--- src/rtl/chop_timing_pkg.sv ---
package chop_timing_pkg;

    // Controller states of the chopper sequencer
    typedef enum logic [1:0] {
        ST_IDLE = 2'd0,   // after reset, every switch open
        ST_DEAD = 2'd1,   // both main phases open between edges
        ST_POS  = 2'd2,   // positive main phase closed
        ST_NEG  = 2'd3    // negative main phase closed
    } chop_state_e;

    // Registered switch controls produced by the sequencer
    typedef struct packed {
        logic phi_pos;
        logic phi_neg;
        logic pre;
        logic store;
    } phase_ctl_t;

endpackage

--- src/rtl/chop_edge_sync.sv ---
module chop_edge_sync #(
    parameter int SYNC_STAGES = 2
) (
    input  logic clk,
    input  logic rst_n,
    input  logic async_in,
    output logic level,
    output logic toggle
);

    localparam int LAST = SYNC_STAGES - 1;

    logic [SYNC_STAGES-1:0] chain;
    logic                   level_d;

    // Stage 0 samples the asynchronous chopping clock
    always_ff @(posedge clk or negedge rst_n) begin
        if (!rst_n) begin
            chain[0] <= 1'b0;
        end else begin
            chain[0] <= async_in;
        end
    end

    // Remaining metastability stages
    generate
        for (genvar g = 1; g < SYNC_STAGES; g++) begin : g_stage
            always_ff @(posedge clk or negedge rst_n) begin
                if (!rst_n) begin
                    chain[g] <= 1'b0;
                end else begin
                    chain[g] <= chain[g-1];
                end
            end
        end
    endgenerate

    // Delayed copy for edge detection
    always_ff @(posedge clk or negedge rst_n) begin
        if (!rst_n) begin
            level_d <= 1'b0;
        end else begin
            level_d <= chain[LAST];
        end
    end

    assign level  = chain[LAST];
    assign toggle = chain[LAST] ^ level_d;

endmodule

--- src/rtl/chop_phase_fsm.sv ---
module chop_phase_fsm
    import chop_timing_pkg::*;
#(
    parameter int CNT_W = 8
) (
    input  logic             clk,
    input  logic             rst_n,
    input  logic             level,
    input  logic             toggle,
    input  logic [CNT_W-1:0] cfg_dead,
    input  logic [CNT_W-1:0] cfg_pre_len,
    input  logic [CNT_W-1:0] cfg_store_len,
    output phase_ctl_t       ctl,
    output logic             pos_entry,
    output logic             active
);

    localparam logic [CNT_W-1:0] CNT_MAX = '1;
    localparam logic [CNT_W-1:0] ONE     = CNT_W'(1);
    localparam logic [CNT_W:0]   ONE_X   = (CNT_W+1)'(1);

    chop_state_e      state, state_nx;
    logic [CNT_W-1:0] dcnt, dcnt_nx;
    logic [CNT_W-1:0] pc, pc_nx;
    logic [CNT_W-1:0] dead_eff;
    logic [CNT_W-1:0] store_eff;
    logic [CNT_W:0]   dcnt_inc;
    logic             in_phase_nx;

    // Zero dead time would let phases touch; clamp to one cycle
    assign dead_eff = (cfg_dead == '0) ? ONE : cfg_dead;

    // Storage pulse must end strictly before precharge ends
    always_comb begin
        if (cfg_pre_len == '0) begin
            store_eff = '0;
        end else if (cfg_store_len >= cfg_pre_len) begin
            store_eff = cfg_pre_len - ONE;
        end else begin
            store_eff = cfg_store_len;
        end
    end

    assign dcnt_inc = {1'b0, dcnt} + ONE_X;

    // Next-state logic with named transitions
    always_comb begin
        state_nx = state;
        dcnt_nx  = dcnt;
        pc_nx    = pc;
        unique case (state)
            ST_IDLE: begin
                if (toggle) begin              // START
                    state_nx = ST_DEAD;
                    dcnt_nx  = '0;
                end
            end
            ST_DEAD: begin
                if (toggle) begin              // RESTART
                    dcnt_nx = '0;
                end else if (dcnt_inc >= {1'b0, dead_eff}) begin
                    state_nx = level ? ST_POS : ST_NEG;  // CLOSE_POS / CLOSE_NEG
                    pc_nx    = '0;
                end else begin
                    dcnt_nx = dcnt_inc[CNT_W-1:0];
                end
            end
            ST_POS, ST_NEG: begin
                if (toggle) begin              // OPEN
                    state_nx = ST_DEAD;
                    dcnt_nx  = '0;
                end else if (pc != CNT_MAX) begin
                    pc_nx = pc + ONE;
                end
            end
            default: begin
                state_nx = ST_IDLE;
            end
        endcase
    end

    assign pos_entry   = (state == ST_DEAD) && (state_nx == ST_POS);
    assign in_phase_nx = (state_nx == ST_POS) || (state_nx == ST_NEG);

    // State register
    always_ff @(posedge clk or negedge rst_n) begin
        if (!rst_n) begin
            state <= ST_IDLE;
            dcnt  <= '0;
            pc    <= '0;
        end else begin
            state <= state_nx;
            dcnt  <= dcnt_nx;
            pc    <= pc_nx;
        end
    end

    // Registered outputs decoded from the next state
    always_ff @(posedge clk or negedge rst_n) begin
        if (!rst_n) begin
            ctl    <= '0;
            active <= 1'b0;
        end else begin
            ctl.phi_pos <= (state_nx == ST_POS);
            ctl.phi_neg <= (state_nx == ST_NEG);
            ctl.pre     <= in_phase_nx && (pc_nx < cfg_pre_len);
            ctl.store   <= in_phase_nx && (pc_nx < store_eff);
            active      <= (state_nx != ST_IDLE);
        end
    end

endmodule

--- src/rtl/chop_aux_mixer.sv ---
module chop_aux_mixer #(
    parameter int MIX_DIV_W = 2
) (
    input  logic clk,
    input  logic rst_n,
    input  logic pos_entry,
    output logic mix_a,
    output logic mix_b
);

    localparam int                 TOP = MIX_DIV_W - 1;
    localparam logic [MIX_DIV_W-1:0] ONE = MIX_DIV_W'(1);

    logic [MIX_DIV_W-1:0] pcount, pcount_nx;
    logic                 armed, armed_nx;

    always_comb begin
        pcount_nx = pcount;
        armed_nx  = armed;
        if (pos_entry) begin
            pcount_nx = pcount + ONE;
            armed_nx  = 1'b1;
        end
    end

    always_ff @(posedge clk or negedge rst_n) begin
        if (!rst_n) begin
            pcount <= '0;
            armed  <= 1'b0;
            mix_a  <= 1'b0;
            mix_b  <= 1'b0;
        end else begin
            pcount <= pcount_nx;
            armed  <= armed_nx;
            mix_a  <= armed_nx &  pcount_nx[TOP];
            mix_b  <= armed_nx & ~pcount_nx[TOP];
        end
    end

endmodule

--- src/rtl/chop_rf_duty.sv ---
module chop_rf_duty #(
    parameter int CNT_W = 8
) (
    input  logic             clk,
    input  logic             rst_n,
    input  logic             run,
    input  logic [CNT_W-1:0] cfg_on,
    input  logic [CNT_W-1:0] cfg_period,
    output logic             rf_en
);

    localparam logic [CNT_W-1:0] ONE   = CNT_W'(1);
    localparam logic [CNT_W:0]   ONE_X = (CNT_W+1)'(1);

    logic [CNT_W-1:0] slot;
    logic [CNT_W-1:0] per_eff;
    logic [CNT_W:0]   slot_inc;

    assign per_eff  = (cfg_period == '0) ? ONE : cfg_period;
    assign slot_inc = {1'b0, slot} + ONE_X;

    always_ff @(posedge clk or negedge rst_n) begin
        if (!rst_n) begin
            slot  <= '0;
            rf_en <= 1'b0;
        end else begin
            slot  <= (slot_inc >= {1'b0, per_eff}) ? '0 : slot_inc[CNT_W-1:0];
            rf_en <= run && (slot < cfg_on);
        end
    end

endmodule

--- src/rtl/chop_timing_gen.sv ---
module chop_timing_gen
    import chop_timing_pkg::*;
#(
    parameter int CNT_W       = 8,
    parameter int SYNC_STAGES = 2,
    parameter int MIX_DIV_W   = 2
) (
    input  logic             clk,
    input  logic             rst_n,
    input  logic             chop_clk_in,
    input  logic [CNT_W-1:0] cfg_dead,
    input  logic [CNT_W-1:0] cfg_pre_len,
    input  logic [CNT_W-1:0] cfg_store_len,
    input  logic [CNT_W-1:0] cfg_rf_on,
    input  logic [CNT_W-1:0] cfg_rf_period,
    output logic             phi_pos,
    output logic             phi_neg,
    output logic             pre_en,
    output logic             store_en,
    output logic             aux_mix_a,
    output logic             aux_mix_b,
    output logic             rf_sw_en
);

    logic       chop_level;
    logic       chop_toggle;
    logic       pos_entry;
    logic       seq_active;
    phase_ctl_t ctl;

    chop_edge_sync #(
        .SYNC_STAGES (SYNC_STAGES)
    ) u_sync (
        .clk      (clk),
        .rst_n    (rst_n),
        .async_in (chop_clk_in),
        .level    (chop_level),
        .toggle   (chop_toggle)
    );

    chop_phase_fsm #(
        .CNT_W (CNT_W)
    ) u_fsm (
        .clk           (clk),
        .rst_n         (rst_n),
        .level         (chop_level),
        .toggle        (chop_toggle),
        .cfg_dead      (cfg_dead),
        .cfg_pre_len   (cfg_pre_len),
        .cfg_store_len (cfg_store_len),
        .ctl           (ctl),
        .pos_entry     (pos_entry),
        .active        (seq_active)
    );

    chop_aux_mixer #(
        .MIX_DIV_W (MIX_DIV_W)
    ) u_mix (
        .clk       (clk),
        .rst_n     (rst_n),
        .pos_entry (pos_entry),
        .mix_a     (aux_mix_a),
        .mix_b     (aux_mix_b)
    );

    chop_rf_duty #(
        .CNT_W (CNT_W)
    ) u_rf (
        .clk        (clk),
        .rst_n      (rst_n),
        .run        (seq_active),
        .cfg_on     (cfg_rf_on),
        .cfg_period (cfg_rf_period),
        .rf_en      (rf_sw_en)
    );

    assign phi_pos  = ctl.phi_pos;
    assign phi_neg  = ctl.phi_neg;
    assign pre_en   = ctl.pre;
    assign store_en = ctl.store;

endmodule

--- config.mk ---
export PLATFORM = sky130hd
export DESIGN_NAME = chop_timing_gen
export DESIGN_NICKNAME = d
export VERILOG_FILES = /design/src/rtl/chop_timing_pkg.sv /design/src/rtl/chop_edge_sync.sv /design/src/rtl/chop_phase_fsm.sv /design/src/rtl/chop_aux_mixer.sv /design/src/rtl/chop_rf_duty.sv /design/src/rtl/chop_timing_gen.sv
export SDC_FILE = /design/constraint.sdc
export NUM_CORES = 1
export LEC_CHECK = 0
export BUFFER_PORTS_ARGS = -buffer_cell sky130_fd_sc_hd__buf_2
export CORE_ASPECT_RATIO = 2
export CORE_MARGIN = 5
export CORE_UTILIZATION = 30
export CTS_CLUSTER_SIZE = 14
export DETAILED_ROUTE_END_ITERATION = 12
export GPL_ROUTABILITY_DRIVEN = 0
export MAX_ROUTING_LAYER = met4
export PLACE_DENSITY_LB_ADDON = 0.08
export SKIP_LAST_GASP = 1
export SLEW_MARGIN = 10
export SYNTH_ARGS = -nofsm -noshare
export SYNTH_HDL_FRONTEND = slang
export SYNTH_HIERARCHICAL = 1
export SYNTH_SLANG_ARGS = --single-unit
--- constraint.sdc ---
create_clock -name clk -period 4.6 [get_ports clk]
set_clock_uncertainty 0.15 [all_clocks]
set_input_delay 0.46 -clock clk [delete_from_list [all_inputs] [get_ports clk]]
set_output_delay 0.46 -clock clk [all_outputs]
set_load 0.05 [all_outputs]
======== After elaboration in Yosys (flattened, before gate mapping) ========
Cells that the tools add are included.
cells by class
  add/subtract/negate cells ............... 5
  $lt $le $gt $ge ......................... 6
  equal/unequal tests ..................... 8
  multiplexer cells ....................... 21
  bitwise logic cells ..................... 4
  reduce and logical (&&, ||, !) cells .... 13
operators by type and width
  operator               count
  $mux W8                12
  $pmux W8 S2            2
  $logic_not A8 Y1       3
  $lt A8 B8 Y1           3
  $add A8 B1 Y9 const B  2
  $ge A9 B8 Y1           2
  $add A8 B1 Y8 const B  1
  $eq A2 B2 Y1 const B   4
  $ge A8 B8 Y1           1
  $mux W2                4
  $ne A8 B8 Y1 const B   1
  $sub A8 B1 Y8 const B  1
  $logic_and A1 B1 Y1    4
  $pmux W2 S2            1
  $ne A3 B3 Y1 const B   1
  $reduce_or A3 Y1       1
  $add A2 B1 Y2 const B  1
  $and A1 B1 Y1          2
  $eq A2 B1 Y1 const B   1
  $logic_not A2 Y1       1
  $mux W1                2
  $ne A2 B1 Y1 const B   1
  $reduce_and A2 Y1      1
  $reduce_bool A2 Y1     1
  4 further kinds        4
word-level totals
  bits in registers ....................... 40
  output and inout bits ................... 7

======== Longest topological paths before layout ========
Gate-level depths: netlist (run 1).
  depth after elaboration ................. 11
  gate-level depth with buffers ........... 18
  depth with buffers taken out ............ 17

======== Modules after synthesis ========
The synthesis (run 1) kept the hierarchy.
modules (own cells, without submodules)
  module          instances  cells an instance  area an instance (sq um)  sequential area each (sq um)
  chop_phase_fsm  1          250                2205.9                    575.6
  chop_rf_duty    1          87                 809.5                     225.2
  chop_aux_mixer  1          15                 191.4                     125.1
  chop_edge_sync  1          4                  83.8                      75.1

======== Worst setup path after synthesis (run 1) ========
Ideal clock, no wire load.
  kind .................................... register to register
  from .................................... register u_fsm.dcnt[2]
  to ...................................... register u_fsm/ctl[0] (netlist name)
  arrival time ............................ 3273 ps
  data required time ...................... 4330 ps
  path slack .............................. 1056 ps
  cell stages (with the launch flop) ...... 19
  period minus slack after synthesis ...... 3544 ps
  path through ............................ dfrtp_1 nand3_1 nor2_1 nand3_1 xnor2_1 ha_1 and3_4 nor2b_4 nor4_4 a211oi_2 buf_6 a21oi_1 ha_1 a21oi_1 o211ai_1 a211oi_1 a31o_2 maj3_2 o211a_1
RTL lines
  element                 RTL line               RTL
  start, declared         chop_phase_fsm.sv:23   logic [CNT_W-1:0] dcnt, dcnt_nx;
  start signal, assigned  chop_phase_fsm.sv:93   dcnt <= dcnt_nx;
  $add A8 B1 Y9           chop_phase_fsm.sv:44   assign dcnt_inc = {1'b0, dcnt} + ONE_X;
  $ge A9 B8 Y1            chop_phase_fsm.sv:61   end else if (dcnt_inc >= {1'b0, dead_eff}) begin
  $mux W8                 chop_phase_fsm.sv:61
  $mux W8                 chop_phase_fsm.sv:59   if (toggle) begin
  $pmux W8 S2             chop_phase_fsm.sv:51   unique case (state)
  net u_fsm.pc_nx[1]      chop_phase_fsm.sv:24   logic [CNT_W-1:0] pc, pc_nx;
  $lt A8 B8 Y1            chop_phase_fsm.sv:107  ctl.store <= in_phase_nx && (pc_nx < store_eff);
  $logic_and A1 B1 Y1     chop_phase_fsm.sv:107
The timed path passes the listed nets, and every way through them passes these cells.
A chain may end at the register's enable or synchronous reset.

======== Worst setup path after layout (run 1) ========
  from .................................... register u_fsm.dcnt[0]
  to ...................................... register u_fsm/ctl[0] (netlist name)
RTL lines
  element              RTL line
  $add A8 B1 Y9        chop_phase_fsm.sv:44
  $ge A9 B8 Y1         chop_phase_fsm.sv:61
  $mux W8              chop_phase_fsm.sv:61
  $mux W8              chop_phase_fsm.sv:59
  $pmux W8 S2          chop_phase_fsm.sv:51
  net u_fsm.pc_nx[1]   chop_phase_fsm.sv:24
  $lt A8 B8 Y1         chop_phase_fsm.sv:107
  $logic_and A1 B1 Y1  chop_phase_fsm.sv:107
The timed path passes the listed nets, and every way through them passes these cells.

==> impl_metrics.env, run 1 <==
export IMPL_cts_sinks=40
export IMPL_worstHoldPathType="in2reg"
export IMPL_synth_async_reset_ratio=1.00
export IMPL_cp_max_fo=11
export IMPL_drt_wl_total_um=8800
export IMPL_antenna_found_initial=0
export IMPL_final_setup_tns_ps=0
export IMPL_setup_ws_ps=639
export IMPL_drt_iter0_markers=97
export IMPL_antenna_cells=0
export IMPL_hpwl_um=7450
export IMPL_ys_types=61
export IMPL_fp_row_count=54
export IMPL_drc=0
export IMPL_die_h_um=158
export IMPL_core_area_mm2=0.0108
export IMPL_slew_headroom=0.370
export IMPL_maxSlewViolCount=0
export IMPL_powerDensity_mw_per_mm2=396
export IMPL_cts_buffers=5
export IMPL_reg2reg_to="u_fsm/ctl[0]"
export IMPL_fin_util=0.359
export IMPL_period_minus_slack_ps=3960
export IMPL_synth_seq_cells=40
export IMPL_cp_start_kind="flop"
export IMPL_start_util=0.304
export IMPL_hold_buffers=0
export IMPL_die_area_mm2=0.0133
export IMPL_crit_arrival_ps=3990
export IMPL_pre_cts_ws_ps=616
export IMPL_ys_warnings_count=6
export IMPL_ant_nets=0
export IMPL_rsz0062_at_grt="false"
export IMPL_wl_per_cell_um=16.0
export IMPL_end_kind="flop"
export IMPL_track_usage=0.140
export IMPL_cts_buffer_depth=2
export IMPL_fmax_ghz=0.252
export IMPL_worst_r2r_cell_count=18
export IMPL_worst_pin_slew_ps=945
export IMPL_io_buffers=49
export IMPL_overflow=0
export IMPL_timing_rr_start="u_fsm/dcnt[0]"
export IMPL_timing_reg2reg_setup_slack_ps=640
export IMPL_dr_pass1_iters=4
export IMPL_areaGrowthSynthToFinish_pct=17.9
export IMPL_post_cts_setup_buffers=0
export IMPL_grt_max_degree=41
export IMPL_num_vias=2737
export IMPL_grt_first_pass_wirelength_um=14000
export IMPL_drive_gt1_frac=0.214
export IMPL_crit_required_ps=4620
export IMPL_netlist_instances=356
export IMPL_finalHoldViolCount=0
export IMPL_p_leak_nw=1.96
export IMPL_synth_seq_area_share=0.304
export IMPL_ir_worst_vdd_uv=169
export IMPL_synth_flop_cell="dfrtp_1"
export IMPL_tritoncts="built"
export IMPL_outcome="finished, final reports clean"
export IMPL_cts_clk_slew_worst_paths_ps=60
export IMPL_grt_pass1_vias=2940
export IMPL_nNetsFinal=500
export IMPL_fin_crit_sh=0.861
export IMPL_worstSkewPairLatency_ps=280
export IMPL_syn_mean_instance_area_um2=9.24
export IMPL_path_class="reg2reg"
export IMPL_num_io_pins=50
export IMPL_fp_dieW_um=84.1
export IMPL_syn_area_mm2=0.00329
export IMPL_cts_root_buffer="clkbuf_16"
export IMPL_post_cts_resized=0
export IMPL_report_final_setup_viol=0
export IMPL_synth_nets=446
export IMPL_synth_edff_count=0
export IMPL_min_delay_start="chop_clk_in"
export IMPL_max_cap_violations=0
export IMPL_viasPerCell=4.97
export IMPL_htreeDepth=2
export IMPL_hold_depth=1
export IMPL_hold_path_end="u_sync/chain[0]"
## routing by layer
layer,global-route usage,share of wire,wire [µm],vias up
li1,-,-,-,1368
met1,0.109,0.30,2670,1304
met2,0.309,0.65,5700,48
met3,0.0135,0.020,180,17
met4,0.0552,0.028,245,0
met5,-,0,0,-
## kinds of logic (layout without fill, tap and decap cells)
family	after synthesis	in the layout	share of synthesized area
xor gates and xnor gates	29	29	0.0772
DFF	40	40	0.304
AOI/OAI and AO/OA	57	57	0.138
muxes	5	5	0.0156
adders and majority gates	49	49	0.186
and+or+nand+nor	136	136	0.231
buffers and inverters	40	95	0.0479
## cells in the mapped netlist, types with 2 or more instances
library cell,n,area share
ha_1,47,0.18
dfrtp_1,40,0.30
inv_1,36,0.041
nand2_1,32,0.037
nor2_1,29,0.033
xnor2_1,16,0.043
nand3_1,15,0.023
xor2_1,13,0.035
a21oi_1,12,0.018
nor3_1,9,0.014
nor3b_1,8,0.018
o21ai_0,7,0.011
nor4_1,6,0.011
a21o_1,5,0.011
nand2b_1,5,0.0095
nand4_1,5,0.0095
o211ai_1,5,0.011
mux2i_1,4,0.012
clkbuf_1,3,0.0034
nor2b_1,3,0.0057
o21ai_2,3,0.0080
a211oi_1,2,0.0046
a211oi_2,2,0.0076
a221oi_1,2,0.0053
a41o_1,2,0.0061
and2b_1,2,0.0046
and3_1,2,0.0038
and4_1,2,0.0053
maj3_2,2,0.0068
nor2b_4,2,0.0084
o211a_1,2,0.0061
o21a_1,2,0.0046
or2_2,2,0.0038
or3_1,2,0.0038
## metrics by stage
stage | total power (W) | hold WS, ps | cells | cell area (µm²)
after floorplan | 0.000949 | 14.4 | 356 | 3290
after global placement | 0.00113 | 202 | 543 | 3700
after detailed placement | 0.00114 | 197 | 543 | 3700
after CTS | 0.00156 | 124 | 551 | 3880
after global routing | 0.00166 | 122 | 551 | 3880
final | 0.00154 | 130 | 551 | 3880
## power by group
part	switching, W	total [W]	internal, W	leakage, nW
Clock	0.000144	0.000416	0.000272	0.0871
Sequential	0.0000954	0.000522	0.000426	0.513
Combinational	0.000333	0.000599	0.000267	1.36
## worst max-delay path: stages (launching register included)
cell      delay [ps]
dfrtp_1          450
ha_1             300
nand2_1           70
nor2_1           170
xor2_1           190
ha_1             270
and3_4           160
nor2b_4          130
nor4_4           240
a211oi_2         110
buf_4            190
a21oi_1          240
ha_1             210
a21oi_1           40
o211ai_1         100
a211oi_1          70
a31o_2           220
maj3_2           320
o211a_1          220
## layout by cell type (no fill, tap or decap), types with 8 or more instances in the layout
master / n
nand3_1: 15
nand2_1: 32
a21oi_1: 12
nor3_1: 9
xor2_1: 13
ha_1: 47
xnor2_1: 16
nor2_1: 29
inv_1: 36
nor3b_1: 8
dfrtp_1: 40
buf_2: 49
## layout make-up
| class | instances | area [µm²] |
|---|---|---|
| inverter | 36 | 135 |
| tap | 140 | 175 |
| timing repair buffer | 51 | 260 |
| multi-input combinational | 276 | 2130 |
| clock inverter | 2 | 38.8 |
| clock buffer | 6 | 139 |
| sequential | 40 | 1000 |
| fill | 1157 | 6930 |
## worst max-delay path by stage
stage / start / end / cells past startpoint
floorplan: u_fsm/dcnt[2] / u_fsm/ctl[0] / 18
global placement: u_fsm/dcnt[2] / u_fsm/ctl[0] / 18
detailed placement: u_fsm/dcnt[2] / u_fsm/ctl[0] / 18
CTS: u_fsm/dcnt[2] / u_fsm/ctl[0] / 18
global route: u_fsm/dcnt[2] / u_fsm/ctl[0] / 18
finish: u_fsm/dcnt[0] / u_fsm/ctl[0] / 18
## state kept, by name (all words and copies together), names as in the netlist
signal	flops
u_fsm/dcnt	8
u_fsm/pc	8
u_rf/slot	8
u_fsm/ctl	4
u_fsm/state	2
u_mix/pcount	2
u_fsm/active	1
u_mix/armed	1
u_mix/mix_a	1
u_mix/mix_b	1
u_rf/rf_en	1
u_sync/chain	1
u_sync/level	1
u_sync/level_d	1
Power figures use the tool's default switching activity.
==> run 2: changes to the inputs <==
--- a/config.mk
+++ b/config.mk
@@ -12,8 +12,10 @@
 export CTS_CLUSTER_SIZE = 14
 export DETAILED_ROUTE_END_ITERATION = 12
 export GPL_ROUTABILITY_DRIVEN = 0
+export GPL_TIMING_DRIVEN = 0
 export MAX_ROUTING_LAYER = met4
 export PLACE_DENSITY_LB_ADDON = 0.08
+export REMOVE_ABC_BUFFERS = 1
 export SKIP_LAST_GASP = 1
 export SLEW_MARGIN = 10
 export SYNTH_ARGS = -nofsm -noshare
==> impl_metrics.env, run 2 (synthesis gave the netlist of run 1 again) <==
export IMPL_worst_pin_slew_ps=1010
export IMPL_core_area_mm2=0.0108
export IMPL_final_setup_tns_ps=0
export IMPL_min_delay_start="chop_clk_in"
export IMPL_powerDensity_mw_per_mm2=391
export IMPL_start_util=0.304
export IMPL_report_final_setup_viol=0
export IMPL_rsz0062_at_grt="false"
export IMPL_overflow=0
export IMPL_drt_wl_total_um=8160
export IMPL_worst_r2r_cell_count=14
export IMPL_drc=0
export IMPL_end_kind="flop"
export IMPL_outcome="finished, final reports clean"
export IMPL_nNetsFinal=498
export IMPL_hold_path_end="u_sync/chain[0]"
export IMPL_hpwl_um=6960
export IMPL_cp_start_kind="flop"
export IMPL_fp_dieW_um=84.1
export IMPL_cts_sinks=40
export IMPL_ant_nets=0
export IMPL_cts_buffers=5
export IMPL_layout_common_cells="49 x buf_2, 47 x ha_1, 40 x dfrtp_1"
export IMPL_hold_depth=1
export IMPL_drive_gt1_frac=0.210
export IMPL_maxSlewViolCount=0
export IMPL_htreeDepth=2
export IMPL_timing_rr_start="u_fsm/dcnt[2]"
export IMPL_track_usage=0.134
export IMPL_io_buffers=49
export IMPL_cts_root_buffer="clkbuf_16"
export IMPL_worstSkewPairLatency_ps=280
export IMPL_grt_max_degree=41
export IMPL_dr_pass1_iters=4
export IMPL_fp_row_count=54
export IMPL_cts_clk_slew_worst_paths_ps=60
export IMPL_areaGrowthSynthToFinish_pct=17.5
export IMPL_worstHoldPathType="in2reg"
export IMPL_antenna_cells=0
export IMPL_power_total_w=0.00151
export IMPL_path_class="reg2reg"
export IMPL_slew_headroom=0.326
export IMPL_tritoncts="built"
export IMPL_p_leak_nw=1.94
export IMPL_num_vias=2667
export IMPL_grt_pass1_vias=2758
export IMPL_antenna_found_initial=0
export IMPL_die_area_mm2=0.0133
export IMPL_fmax_ghz=0.241
export IMPL_grt_first_pass_wirelength_um=13500
export IMPL_die_h_um=158
export IMPL_wl_per_cell_um=14.9
export IMPL_fin_crit_sh=0.902
export IMPL_finalHoldViolCount=0
export IMPL_cp_max_fo=11
export IMPL_max_cap_violations=0
export IMPL_num_io_pins=50
export IMPL_cts_buffer_depth=2
export IMPL_final_common_cell="buf_2"
export IMPL_viasPerCell=4.86
export IMPL_timing_reg2reg_setup_slack_ps=450
export IMPL_drt_iter0_markers=69
export IMPL_post_cts_setup_buffers=0
export IMPL_reg2reg_to="u_fsm/ctl[1]"
export IMPL_crit_required_ps=4620
export IMPL_crit_arrival_ps=4170
export IMPL_top_regs="u_fsm/dcnt: 8 flops, u_fsm/pc: 8 flops, u_rf/slot: 8 flops"
export IMPL_ir_worst_vdd_uv=152
export IMPL_period_minus_slack_ps=4150
-- run 2: changes by cell type in the layout (fill, tap and decap cells not counted) --
cell        delta
inv_6          +1
buf_4          -2
clkinvlp_4     +1
clkinv_4       -1
clkbuf_8       -1
a211oi_2       -1
a211oi_4       +1
-- run 2: worst max-delay path by stage --
stage | from | to | slack [ps] | depth (start not counted)
floorplan | u_fsm/dcnt[2] | u_fsm/ctl[1] | 890 | 15
global placement | cfg_dead[4] | u_fsm/ctl[1] | 160 | 14
detailed placement | cfg_dead[4] | u_fsm/ctl[1] | 150 | 14
CTS | u_fsm/dcnt[2] | u_fsm/ctl[1] | 190 | 15
global route | u_fsm/dcnt[2] | u_fsm/ctl[1] | 150 | 15
finish | u_fsm/dcnt[2] | u_fsm/ctl[1] | 450 | 14
-- run 2: power by group --
part           internal, W  leakage [nW]  switching, W
combinational     0.000263          1.35      0.000325
sequential        0.000426         0.513     0.0000938
clock             0.000258        0.0804      0.000145
-- run 2: metrics by stage --
stage | std cells | utilization | cell area (µm²) | worst slack, ps | hold WS (ps)
after global placement | 541 | 0.341 | 3690 | 157 | 192
after CTS | 549 | 0.357 | 3860 | 189 | 136
final | 549 | 0.358 | 3870 | 452 | 136
after global routing | 549 | 0.358 | 3870 | 150 | 127
after floorplan | 352 | - | 3270 | 889 | 14.4
after detailed placement | 541 | 0.341 | 3690 | 146 | 191
-- run 2: metal layers --
layer  GRT usage  wire length (µm)  vias up
met4      0.0637               246        0
met3      0.0120               145       14
li1            -                 -     1362
met2       0.270              4980       44
met5           -                 0        -
met1       0.123              2790     1247
-- run 2: critical path: stages (launching register included) --
cell      delay (ps)
dfrtp_1          450
nand3_1          170
nor2_1           250
nand3_1          150
xnor2_1          150
ha_1             290
and3_4           200
nand4_1          210
a211oi_4         570
a21oi_1          160
ha_1             360
nand3_1           80
o221a_2          300
maj3_2           340
o211a_1          220
-- run 2: layout make-up --
type / instances / area, µm²
clock inverter: 3 / 46.3
clock buffer: 5 / 125
tap: 140 / 175
sequential: 40 / 1000
fill: 1157 / 6940
inverter: 36 / 135
multi-input combinational: 276 / 2140
timing repair buffer: 49 / 245
-- run 2: repair_timing --
action	CTS	global route
hold buffers	0	0
hold endpoints to repair	0	0
resized for setup	0	1
setup endpoints to repair	0	2
==> run 3: changes to the inputs <==
--- a/config.mk
+++ b/config.mk
@@ -5,6 +5,7 @@
 export SDC_FILE = /design/constraint.sdc
 export NUM_CORES = 1
 export LEC_CHECK = 0
+export ABC_AREA = 1
 export BUFFER_PORTS_ARGS = -buffer_cell sky130_fd_sc_hd__buf_2
 export CORE_ASPECT_RATIO = 2
 export CORE_MARGIN = 5
==> impl_metrics.env, run 3 <==
export IMPL_p_leak_nw=2.19
export IMPL_drc=0
export IMPL_place_area_mm2=0.00372
export IMPL_post_cts_setup_buffers=0
export IMPL_swShare=0.409
export IMPL_drive_gt1_frac=0.171
export IMPL_synth_edff_count=0
export IMPL_grt_pass1_vias=3014
export IMPL_use_met1=0.114
export IMPL_grt_use_met2=0.266
export IMPL_cts_sinks=40
export IMPL_start_util=0.304
export IMPL_yosysTopAreaCellShare=0.303
export IMPL_power_internal_w=0.000985
export IMPL_powerDensity_mw_per_mm2=429
export IMPL_synth_top_family_by_area="simple AND/OR/NAND/NOR gates"
export IMPL_seqCellArea_mm2=0.00100
export IMPL_pwr_share_seq=0.321
export IMPL_top_regs="u_fsm/dcnt: 8 flops, u_fsm/pc: 8 flops, u_rf/slot: 8 flops"
export IMPL_synth_flop_cell="dfrtp_1"
export IMPL_num_io_pins=50
export IMPL_synth_most_common_cell="inv_1"
export IMPL_slew_headroom=0.389
export IMPL_worstHoldPathType="in2reg"
export IMPL_ys_types=36
export IMPL_finalInstanceArea_mm2=0.00388
export IMPL_fill_cells=1185
export IMPL_syn_area_mm2=0.00330
export IMPL_cts_buffer_depth=2
export IMPL_period_minus_slack_ps=3730
export IMPL_p_comb_frac=0.443
export IMPL_fin_crit_sh=0.812
export IMPL_crit_required_ps=4660
export IMPL_htreeDepth=2
export IMPL_fmax_ghz=0.268
export IMPL_max_cap_violations=0
export IMPL_num_vias=2910
export IMPL_ant_nets=0
export IMPL_cts_root_buffer="clkbuf_16"
export IMPL_hold_buffers=0
export IMPL_drt_iter0_markers=71
export IMPL_slowest_delay_ps=450
export IMPL_tritoncts="built"
export IMPL_post_cts_resized=0
export IMPL_grtUsageMet3=0.0135
export IMPL_antenna_found_initial=0
export IMPL_wl_per_cell_um=12.2
export IMPL_die_h_um=158
export IMPL_nNetsFinal=585
export IMPL_syn_mean_instance_area_um2=7.51
export IMPL_report_final_setup_viol=0
export IMPL_fin_util=0.357
export IMPL_cts_clk_slew_worst_paths_ps=60
export IMPL_final_setup_tns_ps=0
export IMPL_outcome="finished, final reports clean"
export IMPL_ys_top_cells_by_count="89 x inv_1, 86 x nand2_1, 47 x ha_1"
export IMPL_path_common_cell="inv_1"
export IMPL_worstSkewPairLatency_ps=280
export IMPL_p_clk_frac=0.236
export IMPL_dr_pass1_iters=4
export IMPL_cp_max_fo=6
export IMPL_grt_max_degree=41
export IMPL_crit_arrival_ps=3800
export IMPL_rsz0062_at_grt="false"
export IMPL_multiInputGateArea_mm2=0.00196
export IMPL_hpwl_um=6740
export IMPL_path_cells="inv_1, nor4_1, nand2_1, xor2_1, inv_1, ha_1, nand2_1, inv_1, nand3_1, nor2_1, nor2_1, nand3_2, nand2_4, inv_1, a211oi_1, ha_1, nand2_1, o211ai_1, a21oi_2"
export IMPL_ys_warnings_count=6
export IMPL_synth_area_leaders="dfrtp_1 30%, ha_1 18%, inv_1 10%"
export IMPL_synthSimpleGateAreaFrac=0.275
export IMPL_die_area_mm2=0.0133
export IMPL_fp_dieW_um=84.2
export IMPL_areaGrowthSynthToFinish_pct=17.6
export IMPL_layout_common_cells="89 x inv_1, 86 x nand2_1, 49 x buf_2"
export IMPL_synth_compound_area_frac=0.0962
export IMPL_synth_async_reset_ratio=1.00
export IMPL_antenna_cells=0
export IMPL_netlist_instances=440
export IMPL_grt_first_pass_wirelength_um=13300
export IMPL_synth_fa_ha_area_frac=0.178
export IMPL_end_kind="flop"
export IMPL_track_usage=0.128
export IMPL_fp_row_count=54
export IMPL_cts_buffers=5
export IMPL_synth_seq_cells=40
export IMPL_synthXorXnorAreaFrac=0.0447
export IMPL_path_class="reg2reg"
export IMPL_power_switching_w=0.000682
export IMPL_hold_slack_ps=132
export IMPL_synth_seq_area_share=0.303
export IMPL_synth_area_mux_share=0
export IMPL_cp_start_kind="flop"
export IMPL_core_area_mm2=0.0109
export IMPL_grt_most_used_layer="met2"
export IMPL_synth_area_leader_cell="dfrtp_1"
export IMPL_maxSlewViolCount=0
export IMPL_finalHoldViolCount=0
export IMPL_overflow=0
export IMPL_io_buffers=49
export IMPL_drt_wl_total_um=7760
export IMPL_ir_worst_vdd_uv=176
export IMPL_viasPerCell=4.58
export IMPL_slowest_stage="nor4_1"
export IMPL_worst_pin_slew_ps=916
export IMPL_final_common_cell="inv_1"
run 3: cell count changes in the layout (fill, tap and decap cells not counted), sizes merged, moves of 6 or more:
cell and delta:
nand2 +65, nor2 +21, nand3 +11, nor3b -9
nor3 -6, xnor2 -14, inv +53
run 3: worst max-delay path, delay by kind of cell (launching register included):
| kind | cells | cell delay [ps] |
|---|---|---|
| simple gates | 9 | 1250 |
| compound gates | 3 | 650 |
| fa+ha+maj | 2 | 640 |
| flops | 1 | 390 |
| buf+inv | 4 | 350 |
| xor+xnor | 1 | 240 |
run 3: final cells by class:
cell class	count	share of cell area
clock buffers	6	0.0332
clock inverters	2	0.00902
inverters	90	0.0870
multi-input cells	309	0.505
flip-flops and latches	40	0.258
well taps	140	0.0451
repair buffers	49	0.0631
run 3: worst paths after layout:
path	from	end	slack [ps]	cells past startpoint
hold / removal	chop_clk_in	u_sync/chain[0]	130	1
max in group asynchronous	rst_n	u_rf/slot[1]	3560	1
min in group asynchronous	rst_n	u_fsm/ctl[0]	160	1
setup reg to reg	u_fsm/dcnt[2]	u_fsm/ctl[1]	870	19
setup / recovery	u_fsm/dcnt[2]	u_fsm/ctl[1]	870	19
hold reg to reg	u_sync/chain[0]	u_sync/level	200	0
run 3: logic make-up after synthesis:
kind of cell | after synthesis
AO/OA/AOI/OAI | 53
flip-flops | 40
buffers and inverters | 91
XOR/XNOR | 16
AND/OR/NAND/NOR | 193
adder cells (fa/ha/maj) | 47
run 3: layer usage:
layer / part of all wire / up-vias
li1: - / 1520
met1: 0.35 / 1345
met2: 0.61 / 38
met3: 0.024 / 7
met4: 0.019 / 0
met5: 0 / -
run 3: power by group through the flow:
stage                     registers [W]  logic (W)  clock network (W)
after floorplan                0.000555   0.000542                  0
after global placement         0.000542   0.000737                  0
after detailed placement       0.000544   0.000759                  0
after CTS                      0.000537   0.000763           0.000408
final                          0.000536   0.000739           0.000393
after global routing           0.000551   0.000873           0.000420
run 3: per-stage QoR:
step                      worst slack [ps]  power [W]  cells
after floorplan                       1520    0.00110    439
after global placement                 850    0.00128    628
after detailed placement               854    0.00130    628
after CTS                              821    0.00171    636
after global routing                   395    0.00184    636
final                                  867    0.00167    636
